**config.mk**
```make
export PLATFORM = sky130hd
export DESIGN_NAME = nibble_stack_engine
export DESIGN_NICKNAME = d
export VERILOG_FILES = /design/src/rtl/nstk_pkg.sv /design/src/rtl/nstk_ram.sv /design/src/rtl/nstk_ptr_file.sv /design/src/rtl/nstk_seq.sv /design/src/rtl/nibble_stack_engine.sv
export SDC_FILE = /design/constraint.sdc
export NUM_CORES = 1
export LEC_CHECK = 0
export ABC_CLOCK_PERIOD_IN_PS = 32700
export BUFFER_PORTS_ARGS = -buffer_cell sky130_fd_sc_hd__buf_2
export CAP_MARGIN = 20
export CELL_PAD_IN_SITES_DETAIL_PLACEMENT = 0
export CELL_PAD_IN_SITES_GLOBAL_PLACEMENT = 1
export CORE_MARGIN = 2
export CORE_UTILIZATION = 30
export DETAILED_ROUTE_END_ITERATION = 12
export GPL_TIMING_DRIVEN = 0
export PLACE_DENSITY_LB_ADDON = 0.1
export SLEW_MARGIN = 30
export SYNTH_ARGS = -nofsm -noshare
export SYNTH_HDL_FRONTEND = slang
export SYNTH_HIERARCHICAL = 1
export SYNTH_SLANG_ARGS = --single-unit
```
**constraint.sdc**
```tcl
create_clock -name clk -period 32.7 [get_ports clk]
set_input_delay 3.27 -clock clk [delete_from_list [all_inputs] [get_ports clk]]
set_output_delay 3.27 -clock clk [all_outputs]
set_load 0.02 [all_outputs]
```
**src/rtl/nstk_pkg.sv**
```systemverilog
package nstk_pkg;

    localparam int NIB_W    = 4;
    localparam int PTR_W    = 8;
    localparam int RET_NIBS = 3;
    localparam int RET_W    = NIB_W * RET_NIBS;

    typedef enum logic [3:0] {
        OP_NOP   = 4'd0,
        OP_EPUSH = 4'd1,
        OP_EPOP  = 4'd2,
        OP_ENOS  = 4'd3,
        OP_RPUSH = 4'd4,
        OP_RPOP  = 4'd5,
        OP_E2R   = 4'd6,
        OP_R2E   = 4'd7,
        OP_LDSP  = 4'd8,
        OP_LDRP  = 4'd9,
        OP_LDX   = 4'd10,
        OP_LDY   = 4'd11,
        OP_LIME  = 4'd12,
        OP_LIMR  = 4'd13,
        OP_MWR   = 4'd14,
        OP_MRD   = 4'd15
    } op_e;

    typedef enum logic [1:0] {
        ST_IDLE,
        ST_RET,
        ST_EXP
    } seq_st_e;

    typedef enum logic [1:0] {
        PA_HOLD,
        PA_INC,
        PA_DEC,
        PA_LOAD
    } ptr_act_e;

    typedef struct packed {
        ptr_act_e sp_act;
        ptr_act_e rp_act;
        logic     x_ld;
        logic     y_ld;
        logic     elim_ld;
        logic     rlim_ld;
        logic     e_chk;
        logic     r_chk;
    } ptr_ctl_t;

    // Return-stack command that writes nibbles (as opposed to reading them)
    function automatic logic ret_is_write(op_e op);
        return (op == OP_RPUSH) || (op == OP_E2R);
    endfunction

    // Command that touches both stacks
    function automatic logic ret_is_xfer(op_e op);
        return (op == OP_E2R) || (op == OP_R2E);
    endfunction

endpackage

```
**src/rtl/nstk_ram.sv**
```systemverilog
module nstk_ram #(
    parameter int NIB_W = nstk_pkg::NIB_W,
    parameter int PTR_W = nstk_pkg::PTR_W
) (
    input  logic             clk,
    input  logic             we,
    input  logic [PTR_W-1:0] addr,
    input  logic [NIB_W-1:0] wdata,
    output logic [NIB_W-1:0] rdata
);
    localparam int DEPTH = 1 << PTR_W;

    logic [NIB_W-1:0] mem [DEPTH];

    always_ff @(posedge clk) begin
        if (we) begin
            mem[addr] <= wdata;
        end
    end

    assign rdata = mem[addr];

endmodule

```
**src/rtl/nstk_ptr_file.sv**
```systemverilog
module nstk_ptr_file
    import nstk_pkg::*;
#(
    parameter int PTR_W    = nstk_pkg::PTR_W,
    parameter int RET_NIBS = nstk_pkg::RET_NIBS
) (
    input  logic             clk,
    input  logic             rst,
    input  ptr_ctl_t         ctl,
    input  logic [PTR_W-1:0] ld_val,
    output logic [PTR_W-1:0] sp,
    output logic [PTR_W-1:0] rp,
    output logic [PTR_W-1:0] x_ptr,
    output logic [PTR_W-1:0] y_ptr,
    output logic             ovf
);
    localparam logic [PTR_W:0] RET_SPAN = (PTR_W+1)'(RET_NIBS);
    localparam logic [PTR_W:0] ONE_W    = (PTR_W+1)'(1);

    logic [PTR_W-1:0] elim_q, rlim_q;
    logic             e_hit, r_hit;

    function automatic logic [PTR_W-1:0] step_ptr(
        input logic [PTR_W-1:0] cur,
        input ptr_act_e         act,
        input logic [PTR_W-1:0] val
    );
        case (act)
            PA_INC:  return cur + 1'b1;
            PA_DEC:  return cur - 1'b1;
            PA_LOAD: return val;
            default: return cur;
        endcase
    endfunction

    assign e_hit = ctl.e_chk && (({1'b0, sp} + ONE_W)    > {1'b0, elim_q});
    assign r_hit = ctl.r_chk && (({1'b0, rp} + RET_SPAN) > {1'b0, rlim_q});

    always_ff @(posedge clk) begin
        if (rst) begin
            sp     <= '0;
            rp     <= '0;
            x_ptr  <= '0;
            y_ptr  <= '0;
            elim_q <= '1;
            rlim_q <= '1;
            ovf    <= 1'b0;
        end else begin
            sp <= step_ptr(sp, ctl.sp_act, ld_val);
            rp <= step_ptr(rp, ctl.rp_act, ld_val);
            if (ctl.x_ld)    x_ptr  <= ld_val;
            if (ctl.y_ld)    y_ptr  <= ld_val;
            if (ctl.elim_ld) elim_q <= ld_val;
            if (ctl.rlim_ld) rlim_q <= ld_val;
            if (e_hit || r_hit) ovf <= 1'b1;
        end
    end


    ovf_sticky_chk: assert property (@(posedge clk) disable iff (rst)
        ovf |=> ovf);


    ovf_raise_chk: assert property (@(posedge clk) disable iff (rst)
        (ctl.e_chk && (sp == elim_q)) |=> ovf);

endmodule

```
**src/rtl/nstk_seq.sv**
```systemverilog
module nstk_seq
    import nstk_pkg::*;
#(
    parameter int NIB_W    = nstk_pkg::NIB_W,
    parameter int PTR_W    = nstk_pkg::PTR_W,
    parameter int RET_NIBS = nstk_pkg::RET_NIBS
) (
    input  logic                      clk,
    input  logic                      rst,
    input  logic                      cmd_valid,
    input  logic [3:0]                cmd_op,
    input  logic [NIB_W-1:0]          cmd_nib,
    input  logic [NIB_W*RET_NIBS-1:0] cmd_ret,
    input  logic [PTR_W-1:0]          sp,
    input  logic [PTR_W-1:0]          rp,
    input  logic [PTR_W-1:0]          x_ptr,
    input  logic [PTR_W-1:0]          y_ptr,
    input  logic [NIB_W-1:0]          ram_rdata,
    output logic                      ram_we,
    output logic [PTR_W-1:0]          ram_addr,
    output logic [NIB_W-1:0]          ram_wdata,
    output ptr_ctl_t                  ctl,
    output logic                      busy,
    output logic [NIB_W-1:0]          tos,
    output logic [NIB_W-1:0]          nos,
    output logic [NIB_W*RET_NIBS-1:0] ret_top
);
    localparam int RW       = NIB_W * RET_NIBS;
    localparam int STEP_W   = $clog2(RET_NIBS + 1);
    localparam logic [STEP_W-1:0] LAST_STEP = STEP_W'(RET_NIBS - 1);

    seq_st_e          state_q;
    op_e              cur_op_q;
    op_e              op_in;
    logic [STEP_W-1:0] step_q;
    logic [RW-1:0]    ret_buf_q;
    logic [RW-1:0]    ret_asm;
    logic             ret_wr;
    logic             accept;
    logic [PTR_W-1:0] xy_addr;
    int               rd_idx;
    int               wr_idx;

    assign op_in   = op_e'(cmd_op);
    assign accept  = (state_q == ST_IDLE) && cmd_valid;
    assign busy    = (state_q != ST_IDLE);
    assign ret_wr  = ret_is_write(cur_op_q);
    assign xy_addr = cmd_nib[0] ? y_ptr : x_ptr;
    assign rd_idx  = RET_NIBS - 1 - int'(step_q);
    assign wr_idx  = int'(step_q);
    assign ret_asm = {ret_buf_q[RW-1:NIB_W], ram_rdata};

    // One RAM access per cycle; return-stack steps own the port while busy
    always_comb begin
        ram_we    = 1'b0;
        ram_addr  = sp;
        ram_wdata = tos;
        ctl       = '{sp_act: PA_HOLD, rp_act: PA_HOLD, default: 1'b0};
        case (state_q)
            ST_IDLE: begin
                if (cmd_valid) begin
                    case (op_in)
                        OP_EPUSH: begin
                            ram_we     = 1'b1;
                            ram_addr   = sp + 1'b1;
                            ctl.sp_act = PA_INC;
                            ctl.e_chk  = 1'b1;
                        end
                        OP_EPOP:  ctl.sp_act  = PA_DEC;
                        OP_RPUSH,
                        OP_E2R:   ctl.r_chk   = 1'b1;
                        OP_LDSP:  ctl.sp_act  = PA_LOAD;
                        OP_LDRP:  ctl.rp_act  = PA_LOAD;
                        OP_LDX:   ctl.x_ld    = 1'b1;
                        OP_LDY:   ctl.y_ld    = 1'b1;
                        OP_LIME:  ctl.elim_ld = 1'b1;
                        OP_LIMR:  ctl.rlim_ld = 1'b1;
                        OP_MWR: begin
                            ram_we   = 1'b1;
                            ram_addr = xy_addr;
                        end
                        OP_MRD:   ram_addr = xy_addr;
                        default: ;
                    endcase
                end
            end
            ST_RET: begin
                if (ret_wr) begin
                    ram_we     = 1'b1;
                    ram_addr   = rp + 1'b1;
                    ram_wdata  = ret_buf_q[wr_idx*NIB_W +: NIB_W];
                    ctl.rp_act = PA_INC;
                end else begin
                    ram_addr   = rp;
                    ctl.rp_act = PA_DEC;
                end
            end
            ST_EXP: begin
                if (cur_op_q == OP_E2R) begin
                    ctl.sp_act = PA_DEC;
                end else begin
                    ram_we     = 1'b1;
                    ram_addr   = sp + 1'b1;
                    ctl.sp_act = PA_INC;
                    ctl.e_chk  = 1'b1;
                end
            end
            default: ;
        endcase
    end

    always_ff @(posedge clk) begin
        if (rst) begin
            state_q   <= ST_IDLE;
            cur_op_q  <= OP_NOP;
            step_q    <= '0;
            ret_buf_q <= '0;
            tos       <= '0;
            nos       <= '0;
            ret_top   <= '0;
        end else begin
            case (state_q)
                ST_IDLE: begin
                    if (cmd_valid) begin
                        case (op_in)
                            OP_EPUSH: tos <= cmd_nib;
                            OP_EPOP,
                            OP_MRD:   tos <= ram_rdata;
                            OP_ENOS:  nos <= ram_rdata;
                            OP_RPUSH,
                            OP_RPOP,
                            OP_E2R,
                            OP_R2E: begin
                                if (op_in == OP_RPUSH) ret_buf_q <= cmd_ret;
                                if (op_in == OP_E2R)   ret_buf_q <= RW'(tos);
                                cur_op_q <= op_in;
                                step_q   <= '0;
                                state_q  <= ST_RET;
                            end
                            default: ;
                        endcase
                    end
                end
                ST_RET: begin
                    if (!ret_wr) begin
                        ret_buf_q[rd_idx*NIB_W +: NIB_W] <= ram_rdata;
                    end
                    step_q <= step_q + 1'b1;
                    if (step_q == LAST_STEP) begin
                        if (!ret_wr) ret_top <= ret_asm;
                        state_q <= ret_is_xfer(cur_op_q) ? ST_EXP : ST_IDLE;
                    end
                end
                ST_EXP: begin
                    tos     <= (cur_op_q == OP_E2R) ? ram_rdata : ret_buf_q[NIB_W-1:0];
                    state_q <= ST_IDLE;
                end
                default: state_q <= ST_IDLE;
            endcase
        end
    end


    epush_sp_chk: assert property (@(posedge clk) disable iff (rst)
        (accept && op_in == OP_EPUSH) |=> (sp == PTR_W'($past(sp) + 1'b1)));


    epop_sp_chk: assert property (@(posedge clk) disable iff (rst)
        (accept && op_in == OP_EPOP) |=> (sp == PTR_W'($past(sp) - 1'b1)));


    ret_busy_chk: assert property (@(posedge clk) disable iff (rst)
        (accept && (op_in == OP_RPUSH || op_in == OP_RPOP)) |=> busy);


    rpop_step_chk: assert property (@(posedge clk) disable iff (rst)
        (state_q == ST_RET && !ret_wr) |=> (rp == PTR_W'($past(rp) - 1'b1)));


    busy_ignore_chk: assert property (@(posedge clk) disable iff (rst)
        (busy && state_q == ST_RET && step_q != LAST_STEP) |=> $stable(sp));

endmodule

```
**src/rtl/nibble_stack_engine.sv**
```systemverilog
module nibble_stack_engine
    import nstk_pkg::*;
#(
    parameter int NIB_W    = nstk_pkg::NIB_W,
    parameter int PTR_W    = nstk_pkg::PTR_W,
    parameter int RET_NIBS = nstk_pkg::RET_NIBS
) (
    input  logic                      clk,
    input  logic                      rst,
    input  logic                      cmd_valid,
    input  logic [3:0]                cmd_op,
    input  logic [NIB_W-1:0]          cmd_nib,
    input  logic [NIB_W*RET_NIBS-1:0] cmd_ret,
    output logic                      busy,
    output logic [NIB_W-1:0]          tos,
    output logic [NIB_W-1:0]          nos,
    output logic [NIB_W*RET_NIBS-1:0] ret_top,
    output logic [PTR_W-1:0]          sp,
    output logic [PTR_W-1:0]          rp,
    output logic                      ovf
);
    logic             ram_we;
    logic [PTR_W-1:0] ram_addr;
    logic [NIB_W-1:0] ram_wdata;
    logic [NIB_W-1:0] ram_rdata;
    logic [PTR_W-1:0] x_ptr, y_ptr;
    ptr_ctl_t         ctl;

    nstk_seq #(
        .NIB_W(NIB_W), .PTR_W(PTR_W), .RET_NIBS(RET_NIBS)
    ) u_seq (
        .clk       (clk),
        .rst       (rst),
        .cmd_valid (cmd_valid),
        .cmd_op    (cmd_op),
        .cmd_nib   (cmd_nib),
        .cmd_ret   (cmd_ret),
        .sp        (sp),
        .rp        (rp),
        .x_ptr     (x_ptr),
        .y_ptr     (y_ptr),
        .ram_rdata (ram_rdata),
        .ram_we    (ram_we),
        .ram_addr  (ram_addr),
        .ram_wdata (ram_wdata),
        .ctl       (ctl),
        .busy      (busy),
        .tos       (tos),
        .nos       (nos),
        .ret_top   (ret_top)
    );

    nstk_ptr_file #(
        .PTR_W(PTR_W), .RET_NIBS(RET_NIBS)
    ) u_ptrs (
        .clk    (clk),
        .rst    (rst),
        .ctl    (ctl),
        .ld_val (cmd_ret[PTR_W-1:0]),
        .sp     (sp),
        .rp     (rp),
        .x_ptr  (x_ptr),
        .y_ptr  (y_ptr),
        .ovf    (ovf)
    );

    nstk_ram #(
        .NIB_W(NIB_W), .PTR_W(PTR_W)
    ) u_ram (
        .clk   (clk),
        .we    (ram_we),
        .addr  (ram_addr),
        .wdata (ram_wdata),
        .rdata (ram_rdata)
    );

endmodule

```
==> metrics.csv <==
stage;metric;value;unit
sta;Final setup viols;0;
hold_path;Worst Hold Launch;u_seq/ret_top[3];
power_and_ir_drop;Power Dens Cells;58.7;nW/µm²
logic_synthesis;synthesized area per cell;17.1;µm²
logic_synthesis;largest family of logic cells by synthesized area;multiplexers;
sta;Final Hold Vio Count;0;
worst_setup_path;crit end category;flop;
drt;vias per cell;5.09;
floorplan;Die Y;395;µm
sta;Final min period;8.99;ns
floorplan;I/O Pins;61;
placement;hpwl dp;103;mm
clock_tree;Max H-tree Level;4;
drt;Antenna Nets Post-Route;0;
clock_tree;Clk Latency, worst-skew pair;0.74;ns
logic_synthesis;sequential share of the synthesized area;70.9;%
clock_tree;CTS root buffer;clkbuf_16;
cells_and_area;share of post-route cells with drive strength above 1;21.3;%
logic_synthesis;mux contribution to synthesized area;13.6;%
sta;Worst slew margin;31.1;%
logic_synthesis;cells after synthesis;2682;
grt;antenna violations before repair;6;
sta;Fin Setup TNS;0;ns
logic_synthesis;leading register cell type out of synthesis;edfxtp_1;
clock_tree;Num CTS Buffers;130;
run_status;status;finished clean;
worst_setup_path;worst reg2reg startpoint;u_seq/cur_op_q[0];
worst_setup_path;Crit Path Max Fanout;10;
placement;count of buffers from port buffering;57;
logic_synthesis;Synth Area in Simple Gates;5.73;%
floorplan;# rows;143;
cells_and_area;Layout area overhead;18.6;%
logic_synthesis;ys async rst share;0;%
power_and_ir_drop;Final Power;3.19;mW
worst_setup_path;Critical Setup Path Class;primary input to flop;
sta;Fmax;0.111;GHz
worst_setup_path;critical path arrival;9.58;ns
sta;Slew Limit Fails;0;
grt;number of global-route vias before repair;27131;
worst_setup_path;crit path from;cmd_op[1];
cells_and_area;non-filler cells, final;5060;
logic_synthesis;Post-synth EDFFs;1024;
worst_setup_path;critical path required time;33.29;ns
sta;RSZ-0062 raised after global routing;false;
sta;Setup Skew;0.0253;ns
cells_and_area;Final nets;2994;
placement;Final GP Congestion;0.797;
logic_synthesis;top cells by area, synth;edfxtp_1, mux4_2, dfxtp_1;
logic_synthesis;Synthesis Warnings;6;
floorplan;DIE AREA;156000;µm²
clock_tree;number of clock sinks;1113;
worst_setup_path;CP Launch Type;primary input;
sta;fin worst setup slack;23.71;ns
sta;crit share post-route;27.5;%
drt;vias;25744;
grt;Total GRT Usage;17.9;%
logic_synthesis;synthesized area;45900;µm²
power_and_ir_drop;worst vdd ir;0.0000408;V
grt;largest net degree at the start of global routing;30;
logic_synthesis;top-area cell type share of the netlist area;67.1;%
logic_synthesis;#FFs+latches synth;1113;
grt;first-pass GRT wire length;200;mm
logic_synthesis;synthesized net count;2743;
clock_tree;Worst-path clk slew;0.05;ns
floorplan;starting density of the core;30.2;%
floorplan;core box area;152000;µm²
drt;DR WL/cell;27.7;µm
clock_tree;# Post-CTS Setup Buffers;0;
cells_and_area;final design utilization;35.8;%
drt;DRC violations left;0;
clock_tree;cts hold-fix bufs;0;
drt;Pre-antenna DRT Iters;7;
logic_synthesis;Synth Area in Adders;1.07;%
clock_tree;Post-CTS Resized;0;
drt;DRT iter0 DRCs;2388;
clock_tree;clock tree buffer depth;3;
cells_and_area;most frequent cells in the layout;edfxtp_1, nor2_1, mux4_2;
job;Max Cap Viol;0;
grt;grt total ovfl;0;
logic_synthesis;XOR/XNOR Fraction of Synth Area;0.573;%
logic_synthesis;post-synth cell types;87;
clock_tree;CTS tree;built;
sta;Slew @ Worst Pin;1.03;ns
drt;final wirelength;140;mm
floorplan;Die X;395;µm
logic_synthesis;post-synthesis compound-gate area fraction;6.00;%
power_and_ir_drop;Leak;17.3;nW
logic_synthesis;largest area contributor in the netlist;edfxtp_1;
cells_and_area;most common cell after layout, fill and taps aside;edfxtp_1;
placement;dpl ws;22.89;ns
placement;dpl cells;4830;
hold_path;Hold Path Class;flop to flop;
==> where the power goes <==
group,switching (mW),internal [mW]
Clock,0.576,0.825
Sequential,0.00639,1.56
Combinational,0.140,0.0888
==> registers in the layout, summed over array words and instances, names as in the netlist <==
register,count
u_ptrs/x_ptr,8
u_seq/ret_top,12
u_seq/nos,4
u_seq/cur_op_q,4
u_ram/mem,1024
u_ptrs/rlim_q,8
u_seq/tos,4
u_ptrs/rp,8
u_ptrs/y_ptr,8
u_seq/step_q,2
u_ptrs/sp,8
u_ptrs/ovf,1
u_seq/ret_buf_q,12
u_seq/state_q,2
u_ptrs/elim_q,8
==> cell type report <==
type	count	area (µm²)
fillers	14201	97500
flip-flops and latches	1113	32500
multi-input cells	1355	12400
clock buffers	163	3470
well taps	2030	2540
repair buffers	119	1820
plain buffers	175	832
clock inverters	65	631
inverters	39	146
diodes	1	2.50
==> cells in the mapped netlist, types with 14 or more instances <==
master,instances
nor3_1,39
o211ai_1,20
clkbuf_1,111
a21oi_1,110
a211oi_1,20
a22oi_1,142
ha_1,36
mux4_2,256
xnor2_1,14
nor2b_1,15
nand2_1,113
buf_2,28
nor2_1,308
buf_1,15
mux2i_1,44
xor2_1,16
edfxtp_1,1024
dfxtp_1,89
o21ai_0,19
nand4_1,15
nand3_1,26
inv_1,37
==> cells by family (layout without fill, tap and decap cells) <==
| group | Yosys count | in the layout |
|---|---|---|
| flip-flops | 1113 | 1113 |
| AND/OR/NAND/NOR | 584 | 584 |
| AO/OA/AOI/OAI | 400 | 400 |
| multiplexers | 303 | 303 |
| buffers and inverters | 214 | 561 |
| adder cells (fa/ha/maj) | 38 | 38 |
| XOR/XNOR | 30 | 30 |
| other | 0 | 1 |
==> layer usage <==
metal	share of wire, %	routed length, µm	vias up	global-route usage, %
met5	0	0	-	0
met4	2.0	2760	0	4.32
met3	4.3	5960	165	2.82
met2	49	68700	650	30.0
met1	45	62600	13648	24.2
li1	-	-	11281	-
==> final timing paths <==
path | slack [ns] | endpoint | cells after the start
setup / recovery | 23.71 | u_seq/tos[0] | 17
setup reg to reg | 26.01 | u_seq/tos[0] | 17
hold / removal | 0.46 | u_seq/ret_top[3] | 2
hold reg to reg | 0.46 | u_seq/ret_top[3] | 2
==> worst max-delay path, stage by stage <==
cell	delay (ns)
buf_2	0.18
nor4b_4	0.41
a2bb2oi_2	0.17
buf_4	0.21
clkinv_1	0.11
a221o_1	0.18
buf_2	0.31
buf_1	0.72
clkbuf_1	0.66
mux4_2	0.44
a22oi_1	0.42
a21oi_1	0.14
o41ai_1	0.60
nand4_1	0.80
mux2_1	0.60
a22oi_1	0.22
a211oi_2	0.10
==> metrics by stage <==
step,cell area [µm²],hold WS (ns)
floorplan,45900,0.445
CTS,54400,0.461
global placement,48700,0.445
detailed placement,50300,0.447
global route,54400,0.476
finish,54400,0.457
No activity file was read; power rests on OpenSTA's default activity.
